$ cat src/rtl/tfx_pkg.sv
package tfx_pkg;

    typedef enum logic [1:0] {
        S_IDLE,
        S_WAIT_INDEX,
        S_FORMAT,
        S_CRC_LOW
    } tfx_state_e;

    typedef enum logic [1:0] {
        K_PLAIN,
        K_SYNC_A,
        K_SYNC_C,
        K_CRC
    } tfx_kind_e;

    localparam logic [7:0]  CODE_SYNC_A = 8'hF5;
    localparam logic [7:0]  CODE_SYNC_C = 8'hF6;
    localparam logic [7:0]  CODE_CRC    = 8'hF7;
    localparam logic [7:0]  MARK_A      = 8'hA1;
    localparam logic [7:0]  MARK_C      = 8'hC2;
    localparam logic [15:0] CRC_SEED    = 16'hFFFF;
    localparam logic [15:0] CRC_POLY    = 16'h1021;

    function automatic tfx_kind_e classify(input logic [7:0] b);
        tfx_kind_e k;
        unique case (b)
            CODE_SYNC_A: k = K_SYNC_A;
            CODE_SYNC_C: k = K_SYNC_C;
            CODE_CRC:    k = K_CRC;
            default:     k = K_PLAIN;
        endcase
        return k;
    endfunction

endpackage

$ cat src/rtl/tfx_crc16.sv
module tfx_crc16 #(
    parameter logic [15:0] POLY = 16'h1021,
    parameter logic [15:0] SEED = 16'hFFFF
) (
    input  logic        clk,
    input  logic        rst_n,
    input  logic        clear,
    input  logic        reseed,
    input  logic        advance,
    input  logic [7:0]  din,
    output logic [15:0] crc
);

    function automatic logic [15:0] fold(input logic [15:0] c, input logic [7:0] d);
        logic [15:0] r;
        logic        fb;
        r = c;
        for (int i = 7; i >= 0; i--) begin
            fb = r[15] ^ d[i];
            r  = {r[14:0], 1'b0};
            if (fb) r = r ^ POLY;
        end
        return r;
    endfunction

    always_ff @(posedge clk or negedge rst_n) begin
        if (!rst_n)       crc <= SEED;
        else if (clear)   crc <= SEED;
        else if (reseed)  crc <= fold(SEED, din);
        else if (advance) crc <= fold(crc, din);
    end

endmodule

$ cat src/rtl/tfx_slot_timer.sv
module tfx_slot_timer #(
    parameter int BYTE_CYCLES = 16
) (
    input  logic clk,
    input  logic rst_n,
    input  logic restart,
    input  logic run,
    output logic tick
);

    localparam int TW = (BYTE_CYCLES > 1) ? $clog2(BYTE_CYCLES) : 1;
    localparam logic [TW-1:0] LAST = TW'(BYTE_CYCLES - 1);

    logic [TW-1:0] cnt;

    assign tick = run && (cnt == LAST);

    always_ff @(posedge clk or negedge rst_n) begin
        if (!rst_n)       cnt <= '0;
        else if (restart) cnt <= '0;
        else if (run)     cnt <= (cnt == LAST) ? '0 : cnt + 1'b1;
    end

endmodule

$ cat src/rtl/tfx_host_reg.sv
module tfx_host_reg (
    input  logic       clk,
    input  logic       rst_n,
    input  logic       active,
    input  logic       host_wr,
    input  logic [7:0] host_data,
    input  logic       take,
    output logic [7:0] data,
    output logic       full,
    output logic       drq
);

    assign drq = active && !full;

    always_ff @(posedge clk or negedge rst_n) begin
        if (!rst_n) begin
            full <= 1'b0;
            data <= '0;
        end else if (!active) begin
            full <= 1'b0;
        end else begin
            if (take) full <= 1'b0;
            if (host_wr) begin
                full <= 1'b1;
                data <= host_data;
            end
        end
    end

    // the register only fills from a host write made while active
    a_r10_fill_needs_write: assert property (@(posedge clk) disable iff (!rst_n)
        $rose(full) |-> $past(host_wr && active));

    a_r11_idle_stays_empty: assert property (@(posedge clk) disable iff (!rst_n)
        !active |=> !full);

endmodule

$ cat src/rtl/trk_fmt_xlat.sv
module trk_fmt_xlat #(
    parameter int BYTE_CYCLES   = 16,
    parameter int TIMEOUT_SLOTS = 3
) (
    input  logic       clk,
    input  logic       rst_n,
    input  logic       start,
    input  logic       index_in,
    input  logic       host_wr,
    input  logic [7:0] host_data,
    output logic       drq,
    output logic       busy,
    output logic       done,
    output logic       lost_data,
    output logic       timed_out,
    output logic       out_valid,
    output logic [7:0] out_byte,
    output logic       out_mclk
);
    import tfx_pkg::*;

    localparam int MW = $clog2(TIMEOUT_SLOTS + 1);
    localparam logic [MW-1:0] MISS_LAST = MW'(TIMEOUT_SLOTS - 1);

    tfx_state_e state, state_nx;

    logic        idx_q, idx_rise;
    logic        tick, timer_restart, timer_run;
    logic [7:0]  reg_data;
    logic        reg_full, take;
    logic [15:0] crc;
    logic        crc_clear, crc_reseed, crc_adv;
    logic [7:0]  crc_din;
    logic        got_q, got;
    logic [MW-1:0] miss_cnt;
    logic        miss_inc;
    logic        emit, emit_mclk;
    logic [7:0]  emit_byte;
    logic        set_lost, set_timeout, fin;

    assign idx_rise  = index_in && !idx_q;
    assign busy      = (state != S_IDLE);
    assign timer_run = (state == S_FORMAT) || (state == S_CRC_LOW);
    assign got       = got_q || reg_full;

    tfx_slot_timer #(.BYTE_CYCLES(BYTE_CYCLES)) u_timer (
        .clk(clk), .rst_n(rst_n), .restart(timer_restart),
        .run(timer_run), .tick(tick)
    );

    tfx_host_reg u_hreg (
        .clk(clk), .rst_n(rst_n), .active(busy), .host_wr(host_wr),
        .host_data(host_data), .take(take), .data(reg_data),
        .full(reg_full), .drq(drq)
    );

    tfx_crc16 #(.POLY(CRC_POLY), .SEED(CRC_SEED)) u_crc (
        .clk(clk), .rst_n(rst_n), .clear(crc_clear), .reseed(crc_reseed),
        .advance(crc_adv), .din(crc_din), .crc(crc)
    );

    // state register
    always_ff @(posedge clk or negedge rst_n) begin
        if (!rst_n) state <= S_IDLE;
        else        state <= state_nx;
    end

    // next state and slot decisions
    always_comb begin
        state_nx      = state;
        timer_restart = 1'b0;
        take          = 1'b0;
        crc_clear     = 1'b0;
        crc_reseed    = 1'b0;
        crc_adv       = 1'b0;
        crc_din       = reg_data;
        miss_inc      = 1'b0;
        emit          = 1'b0;
        emit_mclk     = 1'b0;
        emit_byte     = 8'h00;
        set_lost      = 1'b0;
        set_timeout   = 1'b0;
        fin           = 1'b0;
        unique case (state)
            S_IDLE: begin
                if (start) begin
                    crc_clear = 1'b1;
                    state_nx  = S_WAIT_INDEX;
                end
            end
            S_WAIT_INDEX: begin
                if (idx_rise) begin
                    timer_restart = 1'b1;
                    state_nx      = S_FORMAT;
                end
            end
            S_FORMAT: begin
                if (idx_rise) begin
                    fin      = 1'b1;
                    state_nx = S_IDLE;
                end else if (tick) begin
                    if (reg_full) begin
                        take = 1'b1;
                        emit = 1'b1;
                        unique case (classify(reg_data))
                            K_PLAIN: begin
                                emit_byte = reg_data;
                                crc_adv   = 1'b1;
                            end
                            K_SYNC_A: begin
                                emit_byte  = MARK_A;
                                emit_mclk  = 1'b1;
                                crc_din    = MARK_A;
                                crc_reseed = 1'b1;
                            end
                            K_SYNC_C: begin
                                emit_byte = MARK_C;
                                emit_mclk = 1'b1;
                            end
                            K_CRC: begin
                                emit_byte = crc[15:8];
                                state_nx  = S_CRC_LOW;
                            end
                        endcase
                    end else if (got) begin
                        emit      = 1'b1;
                        emit_byte = 8'h00;
                        crc_din   = 8'h00;
                        crc_adv   = 1'b1;
                        set_lost  = 1'b1;
                    end else if (miss_cnt == MISS_LAST) begin
                        set_timeout = 1'b1;
                        fin         = 1'b1;
                        state_nx    = S_IDLE;
                    end else begin
                        miss_inc = 1'b1;
                    end
                end
            end
            S_CRC_LOW: begin
                if (idx_rise) begin
                    fin      = 1'b1;
                    state_nx = S_IDLE;
                end else if (tick) begin
                    emit      = 1'b1;
                    emit_byte = crc[7:0];
                    state_nx  = S_FORMAT;
                end
            end
        endcase
    end

    // registered outputs and run bookkeeping
    always_ff @(posedge clk or negedge rst_n) begin
        if (!rst_n) begin
            idx_q     <= 1'b0;
            out_valid <= 1'b0;
            out_byte  <= '0;
            out_mclk  <= 1'b0;
            done      <= 1'b0;
            lost_data <= 1'b0;
            timed_out <= 1'b0;
            got_q     <= 1'b0;
            miss_cnt  <= '0;
        end else begin
            idx_q     <= index_in;
            out_valid <= emit;
            done      <= fin;
            if (emit) begin
                out_byte <= emit_byte;
                out_mclk <= emit_mclk;
            end
            if (crc_clear) begin
                lost_data <= 1'b0;
                timed_out <= 1'b0;
                got_q     <= 1'b0;
                miss_cnt  <= '0;
            end else begin
                if (set_lost)    lost_data <= 1'b1;
                if (set_timeout) timed_out <= 1'b1;
                if (reg_full)    got_q     <= 1'b1;
                if (miss_inc)    miss_cnt  <= miss_cnt + 1'b1;
            end
        end
    end

    a_r1_start_arms: assert property (@(posedge clk) disable iff (!rst_n)
        (state == S_IDLE && start) |=> (busy && drq));

    a_r2_silent_before_index: assert property (@(posedge clk) disable iff (!rst_n)
        (state == S_WAIT_INDEX) |-> !out_valid);

    a_r4_mark_values: assert property (@(posedge clk) disable iff (!rst_n)
        (out_valid && out_mclk) |-> (out_byte == MARK_A || out_byte == MARK_C));

    a_r6_low_byte_follows: assert property (@(posedge clk) disable iff (!rst_n)
        (state == S_CRC_LOW && tick && !idx_rise) |=> (out_valid && !out_mclk));

    a_r7_lost_is_zero: assert property (@(posedge clk) disable iff (!rst_n)
        $rose(lost_data) |-> (out_valid && out_byte == 8'h00 && !out_mclk));

    a_r8_timeout_ends_run: assert property (@(posedge clk) disable iff (!rst_n)
        $rose(timed_out) |-> (!busy && done && !out_valid));

    a_r9_done_when_idle: assert property (@(posedge clk) disable iff (!rst_n)
        done |-> !busy);

endmodule

$ cat config.mk
export PLATFORM = sky130hd
export DESIGN_NAME = trk_fmt_xlat
export DESIGN_NICKNAME = d
export VERILOG_FILES = /design/src/rtl/tfx_pkg.sv /design/src/rtl/tfx_crc16.sv /design/src/rtl/tfx_slot_timer.sv /design/src/rtl/tfx_host_reg.sv /design/src/rtl/trk_fmt_xlat.sv
export SDC_FILE = /design/constraint.sdc
export NUM_CORES = 1
export LEC_CHECK = 0
export ABC_AREA = 1
export BUFFER_PORTS_ARGS = -buffer_cell sky130_fd_sc_hd__buf_2
export CAP_MARGIN = 20
export CORE_MARGIN = 2
export CORE_UTILIZATION = 50
export DETAILED_ROUTE_END_ITERATION = 7
export PLACE_DENSITY_LB_ADDON = 0.12
export SLEW_MARGIN = 25
export SYNTH_ARGS = -nofsm -noshare
export SYNTH_HDL_FRONTEND = slang
export SYNTH_SLANG_ARGS = --single-unit
$ cat constraint.sdc
create_clock -name clk -period 2.6 [get_ports clk]
set_clock_uncertainty 0.15 [all_clocks]
set_input_delay 0 -clock clk [delete_from_list [all_inputs] [get_ports clk]]
set_output_delay 0 -clock clk [all_outputs]
set_load 0.02 [all_outputs]
Word level (Yosys, flattened, before mapping) --
Index checks and enable logic that the tools add are counted.
Word-level totals: memory bits (writable) 0, input bits 13, memory bits (read-only) 0, memories kept 0, output and inout bits 15, flip-flop bits (word level) 48, latch bits 0
Cells by class: $add $sub $neg 2, order comparisons 0, reduce and logical (&&, ||, !) cells 19, divide/modulo/power cells 0, shift-type cells 0, muxes and demuxes 145, multiply operators 0, equality and inequality tests 19, bitwise logic cells 30
Operators by type and width (number):
- $mux W16 | 38
- $mux W13 | 16
- $mux W8 | 11
- $mux W1 | 55
- $not A3 Y3 | 15
- $mux W2 | 16
- $pmux W8 S4 | 1
- $eq A8 B8 Y1 const B | 3
- $pmux W8 S2 | 1
- $xor A1 B1 Y1 | 15
- $mux W4 | 3
- $reduce_bool A2 Y1 | 6
- $eq A2 B2 Y1 const B | 5
- $ne A3 B3 Y1 const B | 3
- $pmux W2 S4 | 1
- $reduce_and A7 Y1 | 1
- $pmux W2 S3 | 1
- $add A4 B1 Y4 const B | 1
- $eq A2 B1 Y1 const B | 2
- $eq A4 B4 Y1 const B | 1
- $logic_not A2 Y1 | 2
- $ne A2 B2 Y1 const B | 2
- $ne A4 B2 Y1 const B | 1
- $ne A4 B3 Y1 const B | 1
- 9 further kinds | 14

Logic depth before layout (Yosys ltp) --
Gate-level depths: netlist of the first run.
depth in word-level cells 52, depth in mapped cells 18, mapped depth without buffers 18

Cells and area by module --
A second synthesis of the first run with hierarchy kept.
Second synthesis, totals: cells, all modules 455, area total of the unflattened synthesis 3225.6 um^2
By module, submodules not included:
- trk_fmt_xlat | area each 1332.5 um^2, cells each 180, sequential area each 475.5 um^2, instances 1
- tfx_crc16 | area each 1298.7 um^2, cells each 208, sequential area each 420.4 um^2, instances 1
- tfx_host_reg | area each 370.4 um^2, cells each 41, sequential area each 225.2 um^2, instances 1
- tfx_slot_timer | area each 224.0 um^2, cells each 26, sequential area each 100.1 um^2, instances 1

Worst setup path after synthesis of the first run --
Ideal clock, no wire load.
kind reg2reg, start point register u_hreg.data[3], end point register u_crc.crc[12], buffers on the path 1, arrival time 1.990 ns, required time 2.377 ns, setup slack 0.387 ns, stages on the path, launching flop included 16, clock period less this slack 2.213 ns, path through dfrtp_1 -> nor2_1 -> inv_1 -> nor3_1 -> inv_1 -> ha_1 -> nand2_1 -> inv_1 -> nand3_4 -> buf_6 -> nand3_2 -> nand3_1 -> nand2_1 -> nand2_1 -> nand3_1 -> a21oi_1
On the way: cells in the longest elaborated chain, start to end 46, elaborated cells between the ends (all ways) 87, those cells by class eq/ne: 4; mux: 74; bitwise: 7; reduce/logical: 2
RTL lines:
- start, declared | RTL line tfx_host_reg.sv:8 | output logic [7:0] data,
- start signal, assigned | RTL line tfx_host_reg.sv:25 | data <= host_data;
- $eq A8 B8 Y1 | RTL line tfx_pkg.sv:27 | unique case (b)
- $pmux W2 S3 * | RTL line tfx_pkg.sv:27
- $mux W2 * | RTL line trk_fmt_xlat.sv:102 | if (reg_full) begin
- $mux W2 * | RTL line trk_fmt_xlat.sv:101 | end else if (tick) begin
- $mux W2 * | RTL line trk_fmt_xlat.sv:98 | if (idx_rise) begin
- $mux W2 * | RTL line trk_fmt_xlat.sv:84 | unique case (state)
- $eq A2 B1 Y1 | RTL line trk_fmt_xlat.sv:105 | unique case (classify(reg_data))
- $mux W8 | RTL line trk_fmt_xlat.sv:105
- [... 30 more ...]
- $mux W16 | RTL line tfx_crc16.sv:30 | else if (advance) crc <= fold(crc, din);
- $mux W16 | RTL line tfx_crc16.sv:29 | else if (reseed) crc <= fold(SEED, din);
- $mux W16 | RTL line tfx_crc16.sv:28 | else if (clear) crc <= SEED;
- $not A3 Y3 (no source line)
- $mux W13 | RTL line tfx_crc16.sv:21 | if (fb) r = r ^ POLY;
- $mux W16 | RTL line tfx_crc16.sv:30
- $mux W16 | RTL line tfx_crc16.sv:29
- $mux W16 | RTL line tfx_crc16.sv:28
- end signal, assigned | RTL line tfx_crc16.sv:29
- end signal, assigned | RTL line tfx_crc16.sv:30
- end, declared | RTL line tfx_crc16.sv:11 | output logic [15:0] crc
Mark *: on every way between the ends. The rest lies on a longest branch, timed or not. The select of a mux whose other input is x is not followed. A chain may end at the register's enable or synchronous reset.

Worst setup path after layout of the first run --
start point register u_hreg.data[3], end point register u_crc.crc[9]
On the way: cells in the longest elaborated chain, start to end 33, elaborated cells between the ends (all ways) 61, those cells by class eq/ne: 4; mux: 53; bitwise: 2; reduce/logical: 2
RTL lines (RTL line):
- $eq A8 B8 Y1 | tfx_pkg.sv:27
- $pmux W2 S3 * | tfx_pkg.sv:27
- $mux W2 * | trk_fmt_xlat.sv:102
- $mux W2 * | trk_fmt_xlat.sv:101
- $mux W2 * | trk_fmt_xlat.sv:98
- $mux W2 * | trk_fmt_xlat.sv:84
- $eq A2 B1 Y1 | trk_fmt_xlat.sv:105
- $mux W8 | trk_fmt_xlat.sv:105
- [... 17 more ...]
- $mux W13 | tfx_crc16.sv:21
- $mux W16 | tfx_crc16.sv:30
- $mux W16 | tfx_crc16.sv:29
- $mux W16 | tfx_crc16.sv:28
- $mux W13 | tfx_crc16.sv:21
- $mux W16 | tfx_crc16.sv:30
- $mux W16 | tfx_crc16.sv:29
- $mux W16 | tfx_crc16.sv:28
Marked as above.

==> impl_metrics.env, run 1 <==
export IMPL_status="completed"
export IMPL_num_vias=2577
export IMPL_path_cells="nor2_1, inv_1, nor3_2, ha_1, nand2_1, inv_1, nand3_4, buf_4, buf_4, a41oi_1, o21ai_0"
export IMPL_clk_pin_slew_worst_paths_ns=0.10
export IMPL_grt_use_total_pct=24.9
export IMPL_power_total_mw=3.04
export IMPL_grt_overflow=0
export IMPL_fin_setup_tns_ns=0
export IMPL_grt_max_degree=39
export IMPL_finalSetupViolCount=0
export IMPL_port_buffers=27
export IMPL_ys_types=36
export IMPL_die_area_um2=6180
export IMPL_antenna_found_initial=0
export IMPL_synth_main_ff_cell="dfrtp_1"
export IMPL_period_minus_slack_ns=2.38
export IMPL_fin_hold_ws_ns=0.172
export IMPL_root_buffer="clkbuf_8"
export IMPL_drive_gt1_share_pct=23.4
export IMPL_yosysWarnings=0
export IMPL_grt_pass1_wl_mm=11.9
export IMPL_peakVddDrop_mv=0.424
export IMPL_fin_crit_sh_pct=91.5
export IMPL_synth_cells=346
export IMPL_synthesis_area_um2=2780
export IMPL_io_pins=28
export IMPL_cts_tree="yes"
export IMPL_drc_errors=0
export IMPL_grt_pass1_vias=2431
export IMPL_fin_cells=474
export IMPL_final_cell_mix="nand2_1 (72), inv_1 (46), nand3_1 (46)"
export IMPL_dp_cells=448
export IMPL_area_growth_pct=19.3
export IMPL_cp_startpoint="u_hreg.data[3]"
export IMPL_pre_cts_slack_ns=0.0916
export IMPL_htree_levels=2
export IMPL_synth_avg_cell_area_um2=8.04
export IMPL_core_area_um2=5440
export IMPL_placedInstanceArea_um2=3040
export IMPL_fillerInstances=484
export IMPL_drtAntennaViolNets=0
export IMPL_post_dp_hpwl_mm=5.19
export IMPL_slew_violations=0
export IMPL_stdcell_area_um2=3320
export IMPL_postLayoutSetupSlackWorst_ns=0.222
export IMPL_ys_ff_latch=48
export IMPL_synth_nets=365
export IMPL_synth_edf_count=0
export IMPL_wl_per_cell_um=15.1
export IMPL_nets=420
export IMPL_cts_buffers=5
export IMPL_power_leakage_nw=1.76
export IMPL_power_density_nw_per_um2=917
export IMPL_wl_mm=7.14
export IMPL_worstMarginPinSlew_ns=0.850
export IMPL_finalHoldViolCount=0
export IMPL_routabilityCongestion=0.965
export IMPL_ys_async_sr_fraction_pct=100
export IMPL_rows=27
export IMPL_die_height_um=78.6
export IMPL_first_pass_iters=5
export IMPL_die_width_um=78.6
export IMPL_initial_core_util_pct=51.2
export IMPL_layout_commonest_cell="nand2_1"
export IMPL_clkLatencyLatePin_ns=0.31
export IMPL_cp_required_ns=2.67
export IMPL_critPathArrivalTime_ns=2.45
export IMPL_max_stage_delay_ns=0.43
export IMPL_maxCapViolations=0
export IMPL_first_iter_violations=136
export IMPL_slowest_stage="dfrtp_1"
export IMPL_slew_headroom_pct=43.3
export IMPL_finalCoreUtilization_pct=61.0
export IMPL_crit_type="register to register"
export IMPL_viasPerCell=5.44
export IMPL_ctsLongestPathBuffers=2
export IMPL_hold_class="primary input to asynchronous set/reset pin"
export IMPL_fmax_ghz=0.420
export IMPL_reg2reg_from="u_hreg.data[3]"
export IMPL_cp_end_kind="register"
export IMPL_cts_num_sinks=48
export IMPL_ys_seq_area_share_pct=43.9
export IMPL_cp_max_fo=13
export IMPL_antenna_cells=0
export IMPL_cp_start_kind="register"
==> cell families (layout without fill, tap and decap cells) <==
| kind of cell | Yosys count | in the layout | share of synthesized area (%) |
|---|---|---|---|
| AND/OR/NAND/NOR | 174 | 174 | 31.1 |
| multiplexers | 3 | 3 | 1.21 |
| adder cells (fa/ha/maj) | 6 | 6 | 2.70 |
| buffers and inverters | 56 | 112 | 8.05 |
| flip-flops | 48 | 48 | 43.9 |
| XOR/XNOR | 1 | 1 | 0.315 |
| AO/OA/AOI/OAI | 58 | 58 | 12.8 |
==> per-layer routing <==
| layer | GRT usage (%) | share of wire, % | up-vias |
|---|---|---|---|
| li1 | - | - | 1268 |
| met1 | 34.3 | 48 | 1223 |
| met4 | 6.49 | 1.3 | 0 |
| met5 | 0 | 0 | - |
| met3 | 4.14 | 4.1 | 10 |
| met2 | 40.8 | 46 | 76 |
==> flip-flops by register name (all words and copies together), names as in the netlist <==
| register | count |
|---|---|
| out_valid | 1 |
| got_q | 1 |
| miss_cnt | 2 |
| u_hreg.data | 8 |
| idx_q | 1 |
| u_hreg.full | 1 |
| timed_out | 1 |
| lost_data | 1 |
| state | 2 |
| out_byte | 8 |
| done | 1 |
| u_crc.crc | 16 |
| u_timer.cnt | 4 |
| out_mclk | 1 |
==> what timing repair did <==
action,in CTS,in global routing
setup buffers,0,4
gates resized for setup,0,4
hold endpoints to repair,45,0
endpoints found under the setup margin,0,14
hold buffers,14,0
==> synth_stat cells (2+ instances only) <==
cell	instances	area, um2
nand3_2	2	20.0
nor3_1	7	35.0
nor2_8	2	40.0
nand2_1	73	274
clkbuf_1	2	7.51
nor2_1	20	75.1
inv_1	46	173
o31ai_1	2	15.0
nand4_1	4	25.0
buf_2	2	10.0
nand2_2	11	68.8
a32oi_1	4	35.0
nand3_1	47	235
o21ai_0	19	95.1
o21ai_1	2	10.0
inv_2	3	11.3
dfstp_2	16	420
nand3b_1	2	15.0
dfrtp_1	32	801
o221ai_1	7	61.3
mux2_2	3	33.8
a22oi_1	4	30.0
a21oi_1	16	80.1
nand3_4	3	52.6
ha_1	6	75.1
==> layout make-up <==
class	count	area (um2)	area share (%)
Multi-Input combinational cell	242	1360	40.8
Sequential cell	48	1220	36.8
Tap cell	72	90.1	2.71
Clock inverter	3	23.8	0.716
Inverter	50	188	5.65
Clock buffer	5	68.8	2.07
Timing Repair Buffer	54	373	11.2
==> final timing paths <==
| check | endpoint | slack (ns) | cells past startpoint |
|---|---|---|---|
| max in group asynchronous | u_crc.crc[4] | 1.36 | 3 |
| hold / removal | u_timer.cnt[0] | 0.17 | 2 |
| setup reg to reg | u_crc.crc[9] | 0.22 | 11 |
| hold reg to reg | timed_out | 0.37 | 2 |
| min in group clk | idx_q | 0.19 | 2 |
| setup / recovery | u_crc.crc[9] | 0.22 | 11 |
==> critical path, delay by kind of cell (launching register included) <==
| family | cells | cell delay (ns) |
|---|---|---|
| fa+ha+maj | 1 | 0.21 |
| compound gates | 2 | 0.38 |
| buf+inv | 4 | 0.55 |
| flops | 1 | 0.43 |
| simple gates | 4 | 0.57 |
==> power breakdown <==
part	total, mW	internal (mW)	switching [mW]
registers	1.10	0.937	0.160
logic	1.48	0.540	0.940
clock network	0.465	0.191	0.274
Power figures use the tool's default switching activity.
==> run 2: changes to the inputs <==
REMOVE_ABC_BUFFERS = 1   (was unset)
SYNTH_HIERARCHICAL = 1   (was unset)
==> impl_metrics.env, run 2 <==
export IMPL_status="completed"
export IMPL_yosys_top_cells_area="dfrtp_1 (25%), nand2_1 (16%), dfstp_2 (13%)"
export IMPL_top_regs="u_crc/crc (16), out_byte (8), u_hreg/data (8)"
export IMPL_yosysWarnings=6
export IMPL_area_growth_pct=21.7
export IMPL_postLayoutSetupSlackWorst_ns=0.153
export IMPL_hold_class="primary input to asynchronous set/reset pin"
export IMPL_ys_async_sr_fraction_pct=100
export IMPL_drtAntennaViolNets=0
export IMPL_swShare_pct=46.1
export IMPL_die_area_um2=7110
export IMPL_num_vias=3136
export IMPL_fmax_ghz=0.409
export IMPL_root_buffer="clkbuf_8"
export IMPL_regMostFlops="u_crc/crc"
export IMPL_first_pass_iters=5
export IMPL_routabilityCongestion=0.920
export IMPL_cp_required_ns=2.68
export IMPL_post_dp_hpwl_mm=6.39
export IMPL_wl_met1_mm=3.95
export IMPL_crit_type="register to register"
export IMPL_die_height_um=84.3
export IMPL_synth_main_ff_cell="dfrtp_1"
export IMPL_pre_cts_slack_ns=-0.0120
export IMPL_ys_ff_latch=48
export IMPL_first_iter_violations=283
export IMPL_cts_buffers=5
export IMPL_slew_headroom_pct=40.8
export IMPL_synth_top_area_share_pct=24.8
export IMPL_grt_pass1_wl_mm=14.2
export IMPL_power_frac_seq_pct=31.1
export IMPL_htree_levels=2
export IMPL_core_area_um2=6280
export IMPL_antenna_cells=0
export IMPL_cp_end_kind="register"
export IMPL_synth_cells=455
export IMPL_largest_reg_flops=16
export IMPL_power_switching_mw=1.49
export IMPL_top_layer="met4"
export IMPL_initial_core_util_pct=51.4
export IMPL_worstMarginPinSlew_ns=0.888
export IMPL_critPathArrivalTime_ns=2.53
export IMPL_clk_pin_slew_worst_paths_ns=0.10
export IMPL_synth_edf_count=0
export IMPL_viasPerCell=5.22
export IMPL_finalSetupViolCount=0
export IMPL_intPower_mw=1.74
export IMPL_peakVddDrop_mv=0.538
export IMPL_ys_types=37
export IMPL_synthesis_area_um2=3230
export IMPL_p_comb_share_pct=54.5
export IMPL_power_density_nw_per_um2=824
export IMPL_power_leakage_nw=2.05
export IMPL_grt_max_degree=40
export IMPL_cp_start_kind="register"
export IMPL_drc_errors=0
export IMPL_final_cell_mix="nand2_1 (137), inv_1 (48), nand3_1 (45)"
export IMPL_clkPwrFrac_pct=14.3
export IMPL_ctsLongestPathBuffers=2
export IMPL_wl_per_cell_um=14.0
export IMPL_cts_num_sinks=48
export IMPL_fin_crit_sh_pct=94.1
export IMPL_maxCapViolations=0
export IMPL_dp_cells=570
export IMPL_grt_pass1_vias=2961
export IMPL_grt_overflow=0
export IMPL_cp_max_fo=5
export IMPL_layout_commonest_cell="nand2_1"
export IMPL_port_buffers=27
export IMPL_synth_common_cells="nand2_1 (138), inv_1 (48), nand3_1 (45)"
export IMPL_drive_gt1_share_pct=26.1
export IMPL_clkLatencyLatePin_ns=0.30
export IMPL_finalHoldViolCount=0
export IMPL_synth_top_area_cell="dfrtp_1"
export IMPL_ys_seq_area_share_pct=37.9
export IMPL_grt_use_total_pct=24.6
export IMPL_wl_mm=8.42
export IMPL_slew_violations=0
export IMPL_fin_hold_ws_ns=0.195
export IMPL_wl_met3_um=364
export IMPL_fin_cells=601
export IMPL_antenna_found_initial=0
export IMPL_period_minus_slack_ns=2.45
export IMPL_cts_tree="yes"
export IMPL_rows=29
export IMPL_synth_most_common_cell="nand2_1"
export IMPL_nets=543
export IMPL_met2_length_mm=4.07
export IMPL_io_pins=28
export IMPL_die_width_um=84.3
export IMPL_synth_avg_cell_area_um2=7.09
[run 2: cells by family (layout without fill, tap and decap cells)]
group                      count (synthesis)  count (layout)  synth area share (%)
xor gates and xnor gates                   5               5                  1.36
buffers and inverters                     74             143                  9.89
AOI/OAI and AO/OA                         59              59                  10.6
and+or+nand+nor                          262             262                  37.6
adders and majority gates                  7               7                  2.72
DFF                                       48              48                  37.9
[run 2: timing repair]
item,CTS,global route
setup buffers,0,3
hold endpoints to repair,46,0
setup endpoints to repair,4,15
pin swaps,0,6
gates resized for setup,1,15
hold buffers,20,0
[run 2: worst paths after layout]
check	endpoint	slack, ns	startpoint	cells after the start
max	u_crc/crc[2]	0.15	u_timer/cnt[1]	16
min	state[0]	0.20	rst_n	2
max reg2reg	u_crc/crc[2]	0.15	u_timer/cnt[1]	16
min reg2reg	out_mclk	0.35	out_mclk	2
max in group asynchronous	u_crc/crc[14]	1.33	rst_n	3
min in group clk	idx_q	0.27	index_in	2
[run 2: final cells by class]
type | count | area [um2]
well taps | 77 | 96.3
repair buffers | 70 | 508
multi-input cells | 333 | 1760
fillers | 590 | 2350
flip-flops and latches | 48 | 1220
inverters | 65 | 251
clock inverters | 3 | 23.8
clock buffers | 5 | 68.8
[run 2: metal layers]
metal	up-vias	GRT usage (%)
met5	-	0
met4	0	4.84
met3	4	3.64
met2	72	41.5
met1	1468	34.0
li1	1592	-
[run 2: critical path, stage by stage, from the launching register on]
cell and delay [ns]:
dfrtp_1 0.43, ha_4 0.17, nand3_2 0.10, nor2_4 0.19, nand2_1 0.13, inv_2 0.09, nand4_2 0.10, buf_4 0.17
nand2_4 0.13, nor2_4 0.07, inv_2 0.07, nand2_1 0.06, nand2_1 0.09, nand2_1 0.10, nand2_2 0.09, a21oi_1 0.08
a21oi_1 0.15
[run 2: power by group through the flow]
stage	combinational [mW]	clock [mW]	sequential (mW)
after floorplan	1.11	0	1.01
after detailed placement	1.62	0	1.01
final	1.76	0.464	1.01
after global placement	1.59	0	1.00
after global routing	1.99	0.500	1.02
after CTS	1.67	0.479	1.00
[run 2: stage by stage]
step / power (mW) / util (%) / TNS [ns] / area (um2)
6_report: 3.23 / 62.5 / 0 / 3930
3_3_place_gp: 2.60 / 56.4 / 0 / 3540
3_5_place_dp: 2.63 / 56.4 / -0.0120 / 3540
5_1_grt: 3.51 / 62.5 / -0.0421 / 3930
2_1_floorplan: 2.13 / - / 0 / 3160
4_1_cts: 3.15 / 61.1 / 0 / 3830
==> run 3: changes to the inputs <==
ABC_AREA = unset   (was 1)
==> impl_metrics.env, run 3 <==
export IMPL_die_height_um=81.8
export IMPL_postLayoutSetupSlackWorst_ns=-0.114
export IMPL_crit_type="register to register"
export IMPL_grt_max_degree=40
export IMPL_ys_seq_area_share_pct=40.4
export IMPL_clkLatencyLatePin_ns=0.31
export IMPL_power_density_nw_per_um2=872
export IMPL_ff2ff_path_depth=11
export IMPL_largest_reg_flops=16
export IMPL_synth_common_cells="nor2_1 (35), dfrtp_1 (32), nand2_1 (21)"
export IMPL_root_buffer="clkbuf_8"
export IMPL_fillerInstances=474
export IMPL_port_buffers=27
export IMPL_hold_class="primary input to asynchronous set/reset pin"
export IMPL_cts_buffers=5
export IMPL_drtAntennaViolNets=0
export IMPL_stdcell_area_um2=3960
export IMPL_ys_types=55
export IMPL_first_iter_violations=212
export IMPL_drive_gt1_share_pct=36.6
export IMPL_top_regs="u_crc/crc (16), out_byte (8), u_hreg/data (8)"
export IMPL_num_vias=2702
export IMPL_cts_tree="yes"
export IMPL_core_area_um2=5890
export IMPL_nets=423
export IMPL_cts_num_sinks=48
export IMPL_die_area_um2=6690
export IMPL_clk_pin_slew_worst_paths_ns=0.09
export IMPL_area_growth_pct=31.0
export IMPL_fin_crit_sh_pct=104
export IMPL_cp_max_fo=4
export IMPL_viasPerCell=5.64
export IMPL_ctsLongestPathBuffers=2
export IMPL_placedInstanceArea_um2=3520
export IMPL_layout_commonest_cell="buf_4"
export IMPL_synth_cells=323
export IMPL_grt_pass1_wl_mm=12.6
export IMPL_fmax_ghz=0.368
export IMPL_synth_top_area_share_pct=26.5
export IMPL_drc_errors=0
export IMPL_ys_async_sr_fraction_pct=100
export IMPL_first_pass_iters=4
export IMPL_synth_main_ff_cell="dfrtp_1"
export IMPL_rsz0062_at_grt="true"
export IMPL_io_pins=28
export IMPL_worstMarginPinSlew_ns=0.858
export IMPL_antenna_found_initial=0
export IMPL_power_leakage_nw=1.77
export IMPL_slew_headroom_pct=42.8
export IMPL_synth_most_common_cell="nor2_1"
export IMPL_finalHoldViolCount=0
export IMPL_yosys_top_cells_area="dfrtp_1 (26%), dfstp_2 (14%), nor2_1 (4.3%)"
export IMPL_rows=28
export IMPL_grt_use_total_pct=25.0
export IMPL_fin_cells=479
export IMPL_maxCapViolations=0
export IMPL_peakVddDrop_mv=0.455
export IMPL_dp_cells=455
export IMPL_synthesis_area_um2=3020
export IMPL_regMostFlops="u_crc/crc"
export IMPL_initial_core_util_pct=51.4
export IMPL_grt_pass1_vias=2582
export IMPL_synth_avg_cell_area_um2=9.36
export IMPL_cp_end_kind="register"
export IMPL_wl_per_cell_um=16.6
export IMPL_cp_required_ns=2.68
export IMPL_violations="negative setup slack"
export IMPL_synth_top_area_cell="dfrtp_1"
export IMPL_status="finished with violations"
export IMPL_multi_input_area_um2=1810
export IMPL_ys_ff_latch=48
export IMPL_die_width_um=81.8
export IMPL_final_cell_mix="buf_4 (48), nor2_1 (33), dfrtp_1 (32)"
export IMPL_power_total_mw=3.45
export IMPL_htree_levels=2
export IMPL_antenna_cells=0
export IMPL_wl_mm=7.97
export IMPL_routabilityCongestion=0.932
export IMPL_post_dp_hpwl_mm=5.47
export IMPL_cp_start_kind="register"
export IMPL_period_minus_slack_ns=2.71
export IMPL_finalSetupViolCount=2
export IMPL_yosysWarnings=6
export IMPL_seq_area_um2=1220
export IMPL_synth_edf_count=0
export IMPL_critPathArrivalTime_ns=2.79
export IMPL_grt_overflow=0
export IMPL_slew_violations=0
==> run 3: cell count changes in the layout (fill, tap and decap cells not counted), moves of 8 or more <==
cell / previous run / this run
nand3_1: 45 / 6
inv_1: 48 / 14
o21ai_0: 16 / 5
xnor2_1: 2 / 10
nand2_1: 137 / 21
o211ai_1: 8 / 0
inv_2: 15 / 1
a31oi_1: 4 / 13
buf_4: 23 / 48
mux2_2: 0 / 8
dlygate4sd3_1: 20 / 12
nand2_2: 15 / 2
==> run 3: metal layers <==
metal	wire length (um)	vias to the layer above	track usage, %
met5	0	-	0
met4	163	0	6.83
met3	381	17	3.96
met2	3890	81	40.8
met1	3530	1314	34.5
li1	-	1290	-
==> run 3: final cells by class <==
class	instances	area share, %
flip-flops and latches	48	30.8
inverters	16	1.61
multi-input cells	242	45.8
well taps	75	2.37
repair buffers	90	16.4
clock inverters	2	0.979
clock buffers	6	2.08
==> run 3: final timing paths <==
kind | end | slack, ns | startpoint
min reg2reg | lost_data | 0.35 | lost_data
min | u_timer/cnt[0] | 0.18 | rst_n
max in group asynchronous | u_crc/crc[12] | 1.35 | rst_n
min in group clk | idx_q | 0.20 | index_in
max | u_crc/crc[12] | -0.11 | u_hreg/data[7]
max reg2reg | u_crc/crc[12] | -0.11 | u_hreg/data[7]
==> run 3: stage by stage <==
| stage | hold WS [ns] | setup TNS (ns) | worst slack (ns) | util (%) |
|---|---|---|---|---|
| 2_1_floorplan | -0.446 | -9.00 | -0.751 | - |
| 3_3_place_gp | -0.0169 | -0.119 | -0.0835 | 59.8 |
| 3_5_place_dp | -0.00686 | -0.548 | -0.173 | 59.8 |
| 4_1_cts | 0.202 | -0.0199 | -0.0199 | 65.1 |
| 5_1_grt | 0.223 | -1.34 | -0.256 | 67.3 |
| 6_report | 0.183 | -0.129 | -0.114 | 67.3 |
==> run 3: cells by family (layout without fill, tap and decap cells) <==
| logic type | Yosys count | after routing | share of synthesized area (%) |
|---|---|---|---|
| XOR/XNOR | 33 | 33 | 11.3 |
| flip-flops | 48 | 48 | 40.4 |
| multiplexers | 11 | 11 | 3.97 |
| adder cells (fa/ha/maj) | 7 | 7 | 2.90 |
| AO/OA/AOI/OAI | 79 | 79 | 17.6 |
| buffers and inverters | 33 | 114 | 4.84 |
| AND/OR/NAND/NOR | 112 | 112 | 19.0 |
==> run 3: power by group <==
| part | internal, mW | leakage [nW] | switching, mW |
|---|---|---|---|
| Clock | 0.315 | 0.0614 | 0.263 |
| Sequential | 0.972 | 0.563 | 0.210 |
| Combinational | 0.871 | 1.14 | 0.823 |
| Total | 2.16 | 1.77 | 1.30 |
==> run 3: timing repair <==
| item | 4_1_cts | 5_1_grt |
|---|---|---|
| pin swaps | 4 | 11 |
| setup endpoints to repair | 9 | 12 |
| hold buffers | 12 | 0 |
| buffers inserted | 2 | 2 |
| gates resized for setup | 15 | 22 |
| endpoints found under the hold margin | 43 | 0 |
==> run 3: worst max-delay path: stages, from the launching register on <==
cell and delay [ns]:
dfrtp_1 0.37, nand4_1 0.13, buf_4 0.17, nor4_4 0.18, ha_2 0.23, and2_4 0.14
nand2_1 0.12, nand3_2 0.12, xor2_2 0.21, xor2_2 0.12, and3_4 0.19, or4_4 0.49
